==> src/rtl/sdm_pkg.sv <==
// Shared widths and scale points for the bitstream modulator.
// Assumes the two code formats share one LSB weight.
package sdm_pkg;
    localparam int CODE_W  = 17;
    localparam int NORM_W  = 16;
    localparam int GUARD_W = 6;
    localparam int INT_W   = CODE_W + GUARD_W;
    localparam logic [CODE_W-1:0] ZERO_POINT = 17'h04000;
    localparam logic [CODE_W-1:0] WIN_LO     = 17'h03800;
    localparam logic [CODE_W-1:0] WIN_HI     = 17'h18000;
endpackage

==> src/rtl/sdm_code_map.sv <==
// Puts either code format on the common 17-bit scale.
// Normal codes are offset to the 4 mA point, and fault codes are clamped to
// the safe window. Purely combinational.
module sdm_code_map
    import sdm_pkg::*;
#(
    parameter int CW = CODE_W,
    parameter int NW = NORM_W,
    parameter logic [CW-1:0] OFFSET = ZERO_POINT,
    parameter logic [CW-1:0] LO = WIN_LO,
    parameter logic [CW-1:0] HI = WIN_HI
) (
    input  logic          alarm_mode,
    input  logic [CW-1:0] code,
    output logic [CW-1:0] mapped
);
    localparam int PAD = CW - NW;

    logic [CW-1:0] norm_val;
    logic [CW-1:0] alarm_val;

    // Offset the 16-bit word and clamp the 17-bit word, then select.
    always_comb begin
        norm_val = OFFSET + {{PAD{1'b0}}, code[NW-1:0]};
        if (code < LO)      alarm_val = LO;
        else if (code > HI) alarm_val = HI;
        else                alarm_val = code;
        mapped = alarm_mode ? alarm_val : norm_val;
    end
endmodule

==> src/rtl/sdm_target_reg.sv <==
// Holds the mapped code that the loop converts.
// It loads only on a strobe and resets to the 4 mA point.
module sdm_target_reg
    import sdm_pkg::*;
#(
    parameter int CW = CODE_W,
    parameter logic [CW-1:0] RST_VAL = ZERO_POINT
) (
    input  logic          clk,
    input  logic          rst_n,
    input  logic          load,
    input  logic [CW-1:0] din,
    output logic [CW-1:0] q
);
    // Capture on load, otherwise hold.
    always_ff @(posedge clk) begin
        if (!rst_n)    q <= RST_VAL;
        else if (load) q <= din;
    end
endmodule

==> src/rtl/sdm_loop.sv <==
// Second-order integrator-chain modulator with a one-bit quantizer.
// The input is re-centred around half scale. The feedback is plus or minus
// half scale. The output bit is 1 when the second integrator is at or above
// zero, which is half scale in the offset view. Assumes the input stays
// inside the fault window so that the integrators stay bounded.
module sdm_loop
    import sdm_pkg::*;
#(
    parameter int CW = CODE_W,
    parameter int GW = GUARD_W,
    localparam int IW = CW + GW
) (
    input  logic                 clk,
    input  logic                 rst_n,
    input  logic                 en,
    input  logic [CW-1:0]        x,
    output logic                 y,
    output logic signed [IW-1:0] int1,
    output logic signed [IW-1:0] int2
);
    localparam logic signed [IW-1:0] HALF = IW'(1) <<< (CW - 1);

    logic signed [IW-1:0] u;
    logic signed [IW-1:0] fb;
    logic signed [IW-1:0] i1_d;
    logic signed [IW-1:0] i2_d;

    // Next integrator values from the centred input and the fed-back bit.
    always_comb begin
        u    = $signed({{GW{1'b0}}, x}) - HALF;
        fb   = y ? HALF : -HALF;
        i1_d = int1 + u - fb;
        i2_d = int2 + i1_d - fb;
    end

    // State update on enabled cycles only.
    always_ff @(posedge clk) begin
        if (!rst_n) begin
            int1 <= '0;
            int2 <= '0;
            y    <= 1'b0;
        end else if (en) begin
            int1 <= i1_d;
            int2 <= i2_d;
            y    <= ~i2_d[IW-1];
        end
    end
endmodule

==> src/rtl/sdm_dac_mod.sv <==
// Top of the bitstream modulator: code mapping, target register, loop.
// Assumes inputs are synchronous to clk.
module sdm_dac_mod
    import sdm_pkg::*;
#(
    parameter int CW = CODE_W,
    parameter int GW = GUARD_W
) (
    input  logic          clk,
    input  logic          rst_n,
    input  logic          en,
    input  logic          load,
    input  logic          alarm_mode,
    input  logic [CW-1:0] code,
    output logic          bit_out
);
    localparam int IW = CW + GW;

    logic [CW-1:0]        mapped;
    logic [CW-1:0]        target;
    logic signed [IW-1:0] int1;
    logic signed [IW-1:0] int2;

    sdm_code_map #(.CW(CW)) u_map (
        .alarm_mode(alarm_mode),
        .code      (code),
        .mapped    (mapped)
    );

    sdm_target_reg #(.CW(CW)) u_tgt (
        .clk  (clk),
        .rst_n(rst_n),
        .load (load),
        .din  (mapped),
        .q    (target)
    );

    sdm_loop #(.CW(CW), .GW(GW)) u_loop (
        .clk  (clk),
        .rst_n(rst_n),
        .en   (en),
        .x    (target),
        .y    (bit_out),
        .int1 (int1),
        .int2 (int2)
    );
endmodule

==> config.mk <==
export PLATFORM = sky130hd
export DESIGN_NAME = sdm_dac_mod
export DESIGN_NICKNAME = d
export VERILOG_FILES = /design/src/rtl/sdm_pkg.sv /design/src/rtl/sdm_code_map.sv /design/src/rtl/sdm_target_reg.sv /design/src/rtl/sdm_loop.sv /design/src/rtl/sdm_dac_mod.sv
export SDC_FILE = /design/constraint.sdc
export NUM_CORES = 1
export LEC_CHECK = 0
export BUFFER_PORTS_ARGS = -buffer_cell sky130_fd_sc_hd__buf_4
export CAP_MARGIN = 40
export CORE_UTILIZATION = 45
export CTS_CLUSTER_SIZE = 25
export DETAILED_ROUTE_END_ITERATION = 10
export PLACE_DENSITY = 0.63
export SLEW_MARGIN = 15
export SYNTH_ARGS = -nofsm -noshare
export SYNTH_HDL_FRONTEND = slang
export SYNTH_HIERARCHICAL = 1
export SYNTH_SLANG_ARGS = --single-unit
export TNS_END_PERCENT = 10
==> constraint.sdc <==
create_clock -name clk -period 4.3 [get_ports clk]
set_input_delay 0.645 -clock clk [delete_from_list [all_inputs] [get_ports clk]]
set_output_delay 0.645 -clock clk [all_outputs]
set_load 0.01 [all_outputs]
==> impl_metrics.ini, run 1 <==
[routing]
avgRoutedWirePerCell_um = 14.2
drtIter0Drc = 176
via_per_inst = 5.19
drc = 0
vias = 4760
drt_wl_total_mm = 13.0
firstDrtPassIters = 4
ant_nets = 0

[min_path]
hold_class = reg2reg
min_path_cells = 1

[yosys]
synth_top_area_share_pct = 22.4
synthTopCellsByCount = inv_1, ha_1, dfxtp_1
synthTopCellsByArea = dfxtp_1, ha_1, mux2i_1
synth_warnings = 6
yosysUniqueCellTypes = 66
synth_async_sr_flop_share_pct = 0
synth_area_um2 = 5720
synth_edf_count = 0
ys_seq_area_share_pct = 22.4
synthCells = 673
synth_ff_type = dfxtp_1
synth-seq-cells = 64
synth_most_common_cell = inv_1
synth_top_area_cell = dfxtp_1
avgSynthCellArea_um2 = 8.49
synth_nets = 782

[run]
drv_cap = 0

[clocking]
cts_sinks = 64
clock-root-buffer = clkbuf_16
clock_path_buffers = 2
htree_levels = 3
clock_latency_ns = 0.34
cts_made_buffers = 9
path_clk_slew_ns = 0.06
cts_tree = built

[grt]
first_global_vias = 4643
grtUsageMet2_pct = 37.0
grt_use_met1_pct = 21.6
grt_pass1_wl_mm = 20.3
track_usage_pct = 19.5
use_met3_pct = 3.60
busiest_layer = met2
overflow = 0
grt_max_degree = 72
antenna_found_initial = 0

[timing]
post-route-period-util_pct = 98.9
fin_crit_ns = 4.25
clock-skew-final_ns = 0.00770
grt_setup_unrepaired = yes
hold_viol_final = 0
relSlewSlack_pct = 58.1
worst_pin_slew_ns = 0.628
drv_slew = 0
max_freq_mhz = 235
finalSetupViolCount = 0

[die]
die_area_um2 = 13200
ios = 23
die_w_um = 115
dieHeight_um = 115
num_rows = 40
core_um2 = 12200
initial_core_util_pct = 46.8

[setup_path]
worst-endpoint-arrival_ns = 4.53
reg2regPathDepth = 22
worstPathRequired_ns = 4.58
cp-start-kind = flip-flop
crit_type = reg2reg
end_kind = flip-flop
crit_fanout = 3

[status]
status = finished clean

[place]
gp_congestion = 0.920
io_buffers = 22
dpl.hpwl_mm = 9.09

[cells_and_area]
drive_above_1_share_pct = 29.6
fin_util_pct = 60.6
antennaDiodeCount = 0
synthToLayoutAreaGrowth_pct = 29.5
nets = 854
==> final timing paths <==
| path | from | endpoint | slack, ns |
|---|---|---|---|
| setup / recovery | u_loop/int1[8] | u_loop/int2[22] | 0.05 |
| hold reg to reg | u_loop/int2[1] | u_loop/int2[1] | 0.48 |
| setup reg to reg | u_loop/int1[8] | u_loop/int2[22] | 0.05 |
| hold / removal | u_loop/int2[1] | u_loop/int2[1] | 0.48 |
==> sequential cells by signal, summed over array words and instances (netlist names) <==
register     count
u_loop/y         1
u_tgt/q         17
u_loop/int1     23
u_loop/int2     23
==> metrics by stage <==
step | instances | worst slack, ns | hold WS, ns | TNS [ns] | instance area [um2]
after floorplan | 673 | 0.0121 | 0.442 | 0 | 5720
after global placement | 894 | -0.0642 | 0.460 | -0.103 | 6370
after detailed placement | 894 | -0.194 | 0.469 | -0.399 | 6370
after CTS | 912 | -0.0142 | 0.483 | -0.0142 | 6820
after global routing | 918 | -0.133 | 0.501 | -0.382 | 7400
final | 918 | 0.0458 | 0.479 | 0 | 7400
==> final cells by class <==
cell class / count / area (um2)
Clock buffer: 9 / 225
Clock inverter: 7 / 120
Tap cell: 168 / 210
Fill cell: 1074 / 4810
Inverter: 115 / 432
Timing Repair Buffer: 82 / 627
Sequential cell: 64 / 1290
Multi-Input combinational cell: 473 / 4500
==> logic make-up after synthesis <==
| group | synth area share [%] |
|---|---|
| AOI/OAI and AO/OA | 15.0 |
| xor gates and xnor gates | 7.16 |
| adders and majority gates | 20.4 |
| buffers and inverters | 9.50 |
| DFF | 22.4 |
| muxes | 9.26 |
| and+or+nand+nor | 16.3 |
==> cells in the final DEF (no fill, tap or decap), drive strengths merged, types with 3 or more instances in the layout <==
cell type	Yosys	final
mux2i	45	45
buf	4	82
inv	114	114
o211a	4	4
mux2	7	7
nor3	9	9
and3	4	4
nand3	13	13
o21bai	4	4
nor3b	3	3
nor2b	44	44
nand2b	7	7
nor4	3	3
and2	17	17
fa	10	10
o21ai	29	29
nand3b	3	3
bufinv	0	3
xor2	16	16
a21o	16	16
nor2	20	20
nand2	32	32
xnor2	29	29
nand4	5	5
clkbuf	17	9
clkinv	1	4
a2bb2oi	3	3
ha	77	77
o21a	4	4
a21oi	38	38
dfxtp	64	64
==> critical path, cell delays in order (launching register included) <==
cell	delay, ns
dfxtp_1	0.32
inv_2	0.05
ha_4	0.25
inv_2	0.04
ha_4	0.21
a21o_1	0.19
a21o_1	0.16
a21o_1	0.19
a32oi_2	0.27
nand3_2	0.12
buf_6	0.14
a311oi_4	0.24
xnor2_2	0.18
fa_1	0.51
ha_4	0.21
buf_6	0.11
o21ai_2	0.09
nand2b_1	0.07
a21oi_2	0.16
a21oi_2	0.06
xnor2_2	0.17
or3_1	0.38
nand3_1	0.07
==> layer usage <==
layer	routed length, um	share of wire [%]
met5	0	0
met4	208	1.6
met3	304	2.3
met2	6950	53
met1	5570	43
==> timing repair <==
item,4_1_cts,5_1_grt
gates resized for setup,21,105
hold buffers,0,0
pin swaps,16,63
hold endpoints to repair,0,0
setup endpoints to repair,5,14
setup buffers,2,7
Power of run 1 is not shown: default switching activity piles up to over one toggle a cycle in this logic, so the estimate is an artifact.
==> run 2: changes to the inputs <==
Settings changed: MAX_ROUTING_LAYER set to met4.
==> run 2 against run 1 <==
The flow now finishes with violations (negative setup slack). Clock skew barely moved. Global-route usage rose by 0.94 points. Worst hold slack got worse by 0.0020 ns. Via count fell by 1.0%. Non-clock buffer count rose by 4. Fmax fell by 1.3%. Sequential share of layout area rose by 0.53 points. Final area fell by 3.1%. Critical endpoint unchanged. Largest cell class unchanged.
==> impl_metrics.ini, run 2 (synthesized netlist as in run 1, its figures left out) <==
[die]
core_um2 = 12200
die_area_um2 = 13200
initial_core_util_pct = 46.8
dieHeight_um = 115
ios = 23
num_rows = 40
die_w_um = 115

[min_path]
min_path_cells = 1
hold_class = reg2reg

[grt]
grt_max_degree = 72
overflow = 0
antenna_found_initial = 0
track_usage_pct = 20.4
first_global_vias = 4654
grt_pass1_wl_mm = 20.7

[timing]
clock-skew-final_ns = 0.00796
max_freq_mhz = 232
post-route-period-util_pct = 100
setup_ws_ns = -0.00989
worst_pin_slew_ns = 0.635
fin_crit_ns = 4.31
hold_viol_final = 0
grt_setup_unrepaired = yes
drv_slew = 0
finalSetupViolCount = 1
relSlewSlack_pct = 57.7

[cells_and_area]
synthToLayoutAreaGrowth_pct = 25.4
nets = 858
layout_commonest_cell = inv_1
top_regs = u_loop/int1 x23, u_loop/int2 x23, u_tgt/q x17
fin_area_um2 = 7170
drive_above_1_share_pct = 25.3
antennaDiodeCount = 0
final_cell_mix = inv_1, buf_4, ha_1

[status]
failed_checks = negative setup slack
status = finished, violations left

[place]
gp_congestion = 0.910
dpl_cell_area_um2 = 6370
dpl.hpwl_mm = 9.15
io_buffers = 22

[setup_path]
worst-endpoint-arrival_ns = 4.59
reg2regPathDepth = 24
worstPathRequired_ns = 4.58
cp-start-kind = flip-flop
crit_type = reg2reg
end_kind = flip-flop
crit_fanout = 4

[run]
drv_cap = 0

[routing]
wl_met2_mm = 6.46
drtIter0Drc = 248
drc = 0
vias = 4711
avgRoutedWirePerCell_um = 13.6
via_per_inst = 5.11
ant_nets = 0
routed.top_layer = met4
wl_met1_mm = 5.55
drt_wl_total_mm = 12.6
route.met3.wl_um = 283
firstDrtPassIters = 4

[clocking]
clock_latency_ns = 0.33
cts_sinks = 64
cts_tree = built
htree_levels = 3
clock-root-buffer = clkbuf_16
path_clk_slew_ns = 0.06
clock_path_buffers = 2
cts_made_buffers = 9
[run 2: cell type report]
cell class	count	area [um2]
clock buffers	9	225
clock inverters	7	96.3
fillers	1104	5040
inverters	115	432
multi-input cells	473	4270
flip-flops and latches	64	1290
well taps	168	210
repair buffers	86	653
[run 2: final timing paths]
path	slack (ns)	startpoint	endpoint
worst max-delay path	-0.01	u_tgt/q[6]	u_loop/int2[22]
worst min-delay path	0.48	u_loop/int1[12]	u_loop/int1[12]
worst max register to register	-0.01	u_tgt/q[6]	u_loop/int2[22]
worst min register to register	0.48	u_loop/int1[12]	u_loop/int1[12]
[run 2: layer usage]
metal	GRT usage [%]	up-vias
li1	-	2406
met1	22.3	2228
met2	36.7	59
met3	3.28	18
met4	8.74	0
met5	-	-
[run 2: what timing repair did]
item                                    CTS  global route
hold buffers                              0             0
endpoints found under the setup margin    5            11
pin swaps                                18            26
gates cloned                              0             0
resized for setup                        27            50
buffers inserted                          7             5
[run 2: worst max-delay path: stages, from the launching register on]
cell,delay (ns)
dfxtp_1,0.32
inv_1,0.06
ha_1,0.27
inv_1,0.11
ha_4,0.23
a21oi_2,0.21
o211ai_1,0.23
buf_4,0.20
a21oi_4,0.14
nor2b_1,0.07
o21ai_1,0.14
nand2b_1,0.11
xnor2_2,0.15
ha_1,0.27
inv_1,0.11
ha_4,0.22
a21oi_2,0.15
o21ai_2,0.10
nand3_2,0.09
nand2_2,0.08
o31ai_4,0.29
a21oi_2,0.11
xnor2_2,0.17
or3_1,0.37
nand3_1,0.06
[run 2: stage by stage]
stage / setup slack, ns / util, % / setup TNS [ns] / hold WS, ns / std cells
4_1_cts: 0.00227 / 56.3 / 0 / 0.481 / 917
3_5_place_dp: -0.134 / 52.2 / -0.330 / 0.467 / 894
5_1_grt: -0.201 / 58.7 / -0.543 / 0.494 / 922
2_1_floorplan: 0.0121 / - / 0 / 0.442 / 673
6_report: -0.00989 / 58.7 / -0.00989 / 0.477 / 922
3_3_place_gp: -0.0637 / 52.2 / -0.137 / 0.460 / 894
Power of run 2 is left out for the same reason.
